--- config.mk ---
export PLATFORM = sky130hd
export DESIGN_NAME = clk_stop_ctrl
export DESIGN_NICKNAME = d
export VERILOG_FILES = /design/src/rtl/clk_stop_ctrl.sv
export SDC_FILE = /design/constraint.sdc
export NUM_CORES = 1
export LEC_CHECK = 0
export ABC_CLOCK_PERIOD_IN_PS = 1800
export BUFFER_PORTS_ARGS = -buffer_cell sky130_fd_sc_hd__clkbuf_2
export CAP_MARGIN = 20
export CELL_PAD_IN_SITES_DETAIL_PLACEMENT = 0
export CELL_PAD_IN_SITES_GLOBAL_PLACEMENT = 1
export CORE_MARGIN = 5
export CORE_UTILIZATION = 45
export CTS_BUF_LIST = sky130_fd_sc_hd__clkbuf_8
export DETAILED_ROUTE_END_ITERATION = 6
export PLACE_DENSITY_LB_ADDON = 0.1
export RECOVER_POWER = 50
export SYNTH_ARGS = -nofsm -noshare
export SYNTH_HDL_FRONTEND = slang
export SYNTH_SLANG_ARGS = --single-unit
--- constraint.sdc ---
create_clock -name clk -period 1.8 [get_ports clk]
set_input_delay 0 -clock clk [delete_from_list [all_inputs] [get_ports clk]]
set_output_delay 0 -clock clk [all_outputs]
set_load 0.05 [all_outputs]
--- src/rtl/clk_stop_ctrl.sv ---
module clk_stop_ctrl #(
  parameter int SYNC_STAGES = 2,
  parameter int CPU_MIN_ON  = 100,
  parameter int PCI_MIN_ON  = 10,
  parameter int PCI_WIDTH   = 5
) (
  input  logic                 clk,
  input  logic                 rst_n,
  input  logic                 cpu_clk_in,
  input  logic                 pci_clk_in,
  input  logic                 cpu_stop_n,
  input  logic                 pci_stop_n,
  input  logic                 sel_cpu0_free_n,
  output logic                 cpu_clk0,
  output logic                 cpu_clk1,
  output logic [PCI_WIDTH-1:0] pci_clk,
  output logic                 pci_clk_early,
  output logic                 pci_clk_free,
  output logic                 cpu_hold_viol,
  output logic                 pci_hold_viol
);
  localparam int MAX_MIN = (CPU_MIN_ON > PCI_MIN_ON) ? CPU_MIN_ON : PCI_MIN_ON;
  localparam int CW      = $clog2(MAX_MIN + 1);

  logic [1:0] ref_clk, stop_n, clk_q, en, viol;
  assign ref_clk = {pci_clk_in, cpu_clk_in};
  assign stop_n  = {pci_stop_n, cpu_stop_n};

  // index 0: processor pair, index 1: bus group
  for (genvar g = 0; g < 2; g++) begin : g_dom
    localparam int            MIN_ON = (g == 0) ? CPU_MIN_ON : PCI_MIN_ON;
    localparam logic [CW-1:0] LAST   = CW'(MIN_ON - 1);

    logic [SYNC_STAGES-1:0] sync_q;
    logic [CW-1:0]          cnt;
    logic                   q, on, hold, req, fall;

    assign req  = ~sync_q[SYNC_STAGES-1];
    assign fall = q & ~ref_clk[g];

    always_ff @(posedge clk or negedge rst_n) begin
      if (!rst_n) begin
        sync_q <= '1;
        q      <= 1'b0;
        on     <= 1'b0;
        hold   <= 1'b0;
        cnt    <= '0;
      end else begin
        sync_q <= {sync_q[SYNC_STAGES-2:0], stop_n[g]};
        q      <= ref_clk[g];
        if (fall) begin
          if (on) begin
            if (req) begin
              if (cnt == LAST) begin
                on   <= 1'b0;
                hold <= 1'b0;
              end else begin
                hold <= 1'b1;
              end
            end else begin
              hold <= 1'b0;
            end
            if (cnt != LAST) cnt <= cnt + CW'(1);
          end else if (!req) begin
            on  <= 1'b1;
            cnt <= '0;
          end
        end
      end
    end

    assign clk_q[g] = q;
    assign en[g]    = on;
    assign viol[g]  = hold;
  end

  logic pci_q2, pci_en_d;
  always_ff @(posedge clk or negedge rst_n) begin
    if (!rst_n) begin
      pci_q2   <= 1'b0;
      pci_en_d <= 1'b0;
    end else begin
      pci_q2   <= clk_q[1];
      pci_en_d <= en[1];
    end
  end

  assign cpu_clk1      = clk_q[0] & en[0];
  assign cpu_clk0      = clk_q[0] & (en[0] | ~sel_cpu0_free_n);
  assign pci_clk_early = clk_q[1] & en[1];
  assign pci_clk       = {PCI_WIDTH{pci_q2 & pci_en_d}};
  assign pci_clk_free  = pci_q2;
  assign cpu_hold_viol = viol[0];
  assign pci_hold_viol = viol[1];
endmodule

==> results by group <==
Status
  – Outcome: finished clean

Power
  – Leak: 0.670 nW
  – Worst vdd ir: 0.710 mV
  – PwrDens: 1080 nW/um^2

Timing
  – Final period util: 92.6%
  – Pins Over Slew Limit: 0
  – Fin. Hold Viols: 0
  – Relative max-transition margin: 9.09%
  – RSZ-0062 raised after global routing: no
  – Setup TNS: 0 ns
  – Post-Route Skew: 0.00184 ns
  – Tmin final: 1.67 ns
  – Final setup vio count: 0
  – Slew @ Worst Pin: 1.36 ns
  – Hold Slack: 0.357 ns
  – F_max: 0.600 GHz

Clock tree
  – Htree depth: 1
  – Root Buffer: clkbuf_8
  – Clock buffer depth: 2
  – Clock Sink Count: 26
  – Clk pin slew, worst setup/hold paths: 0.09 ns
  – Setup Buffers After CTS: 0
  – Clock Latency Late Sink: 0.27 ns
  – Inserted Clock Buffers: 3
  – TritonCTS clock tree: done

Routing
  – Avg Vias per Cell: 5.79
  – Routed length per instance: 14.3 um
  – DRC: 0
  – DR vias: 1042
  – DRT Pass-1 Iters: 4
  – Total Routed Length: 2.57 mm
  – Number of DRC markers in iteration 0: 54
  – Antenna Nets Post-Route: 0

Logic synthesis
  – Synth cell count leaders: 22 x dfrtp_1, 18 x nand2_1, 10 x nand3_1
  – Post-synthesis cell area: 1300 um^2
  – Sequential-to-total area share from yosys stat: 50.6%
  – Synth area leaders: dfrtp_1 42%, dfstp_2 8.1%, nand2_1 5.2%, nand3_1 3.9%, a22o_1 3.4%
  – Syn_area_per_cell: 10.2 um^2
  – Yosys top cell by area: dfrtp_1
  – Synth warnings: 0
  – Top FF cell, synth: dfrtp_1
  – Share of the synthesized area in the top cell type: 42.5%
  – Count leader, synth: dfrtp_1
  – #FFs+latches synth: 26
  – Cells after Synth: 127
  – Syn_nets: 137
  – Library cells used by synthesis: 36
  – Post-synthesis async set-or-reset flop share: 100%
  – Post-synth EDFFs: 0

Global route
  – GRT Util Overall: 14.3%
  – Pin count of the biggest net entering global routing: 27
  – Total grt overflow: 0
  – Number of global-route vias before repair: 1041
  – First-pass GRT wire length: 4.73 mm
  – Initial antenna violation count: 0

Placed design
  – Final GP Congestion: 0.841
  – Placed cell area: 1390 um^2
  – Port bufs: 17
  – Post-DP HPWL: 1.86 mm

Layout
  – Final Core Density: 54.4%
  – Layout area overhead: 15.8%
  – Fill count: 247
  – Final Net Count: 160
  – Layout cells sized above 1: 20.1%
  – Finished Cell Area: 1500 um^2
  – Antenna fix cells: 0

Worst setup path
  – Delay of the slowest critical-path stage: 0.45 ns
  – CP cell instances: ha_1 -> nor2b_1 -> and4_1 -> or4_1 -> nand3_1
  – Worst r2r path cells: 5
  – CP Capture Type: flip-flop
  – Arrival time worst endpoint: 1.88 ns
  – Largest fanout on the critical path: 6
  – Critical path's slowest cell: dfrtp_1
  – Reg2reg start: g_dom[0].cnt[0]
  – Critical path class: reg2reg
  – Reg2reg setup slack: 0.13 ns
  – Worst r2r dst: g_dom[0].cnt[0]
  – Setup crit start kind: flip-flop
  – Req. time, crit path: 2.01 ns

Die
  – Die width: 63.7 um
  – DIE HEIGHT: 63.7 um
  – Die ar.: 4050 um^2
  – Initial Utilization: 47.0%
  – Row count: 19
  – Core area: 2760 um^2
  – I/O pin count: 18

Hold path
  – Hold Path Stages: 2
  – WHS Endpoint: g_dom[0].sync_q[0]
  – Hold path startpoint: cpu_stop_n
  – Worst min path class: in2reg

Job
  – Max-Cap Viols: 0
[state kept, by name, indices dropped and copies added (netlist names)]
signal / flops
pci_hold_viol: 1
cpu_hold_viol: 1
pci_clk_free: 1
g_dom.on: 2
g_dom.cnt: 14
g_dom.sync_q: 4
g_dom.q: 2
pci_en_d: 1
[routing by layer]
metal / up-vias / GRT usage (%) / routed length (um)
met5: - / 0 / 0
li1: 510 / - / -
met1: 494 / 21.0 / 1280
met2: 34 / 20.7 / 1060
met4: 0 / 4.94 / 29
met3: 4 / 2.84 / 196
[report_power, final]
group	leakage, nW	total, mW	switching, mW	internal, mW
Sequential	0.272	0.770	0.100	0.670
Clock	0.0357	0.481	0.184	0.297
Combinational	0.362	0.374	0.220	0.155
Total	0.670	1.63	0.504	1.12
[stage by stage]
step	power (mW)	std cells	worst slack (ns)
after floorplan	1.05	127	0.262
after global placement	1.13	171	0.210
after detailed placement	1.15	171	0.164
after CTS	1.64	180	0.142
after global routing	1.73	180	0.0231
final	1.63	180	0.133
[area by class of cell]
| class | instances | area, um^2 | area share [%] |
|---|---|---|---|
| Clock buffer | 3 | 41.3 | 2.75 |
| Clock inverter | 1 | 30.0 | 2.00 |
| Timing Repair Buffer | 25 | 151 | 10.1 |
| Sequential cell | 26 | 656 | 43.7 |
| Multi-Input combinational cell | 91 | 573 | 38.2 |
| Inverter | 3 | 11.3 | 0.750 |
| Tap cell | 31 | 38.8 | 2.58 |
[worst max-delay path by stage]
| stage | slack, ns | end | depth (start not counted) | startpoint |
|---|---|---|---|---|
| final | 0.13 | g_dom[0].cnt[0] | 5 | g_dom[0].cnt[0] |
| after global placement | 0.21 | g_dom[0].cnt[0] | 5 | g_dom[0].cnt[0] |
| after floorplan | 0.26 | g_dom[0].cnt[0] | 5 | g_dom[0].cnt[0] |
| after global routing | 0.02 | g_dom[0].cnt[0] | 5 | g_dom[0].cnt[0] |
| after CTS | 0.14 | g_dom[0].cnt[0] | 5 | g_dom[0].cnt[0] |
| after detailed placement | 0.16 | g_dom[0].cnt[0] | 5 | g_dom[0].cnt[0] |
[critical path: cells and delay by family (launching register included)]
family | cells | cell delay, ns
flip-flops | 1 | 0.45
adder cells (fa/ha/maj) | 1 | 0.27
AND/OR/NAND/NOR | 4 | 0.90
[cells in the final DEF, fill, tap and decap left out, types with 4 or more instances in the layout]
cell	synthesis	routed
o21ai_0	6	6
dfrtp_1	22	22
a22o_1	5	5
clkbuf_2	0	15
dlygate4sd3_1	0	5
nor2_1	4	4
nand3_1	10	10
nand2_1	18	18
dfstp_2	4	4
nor2b_1	4	4
[cell families (layout without fill, tap and decap cells)]
kind of cell    after synthesis  after routing  synth area share, %
compound gates               26             26                 14.8
fa+ha+maj                     3              3                 2.90
flops                        26             26                 50.6
mux                           2              2                 1.54
buf+inv                      10             32                 5.21
simple gates                 60             60                 25.0
[repair_timing]
action                    4_1_cts  5_1_grt
hold buffers                    5        0
resized for setup               0        0
hold endpoints to repair       26        0
(Power assumes the default switching activity.)
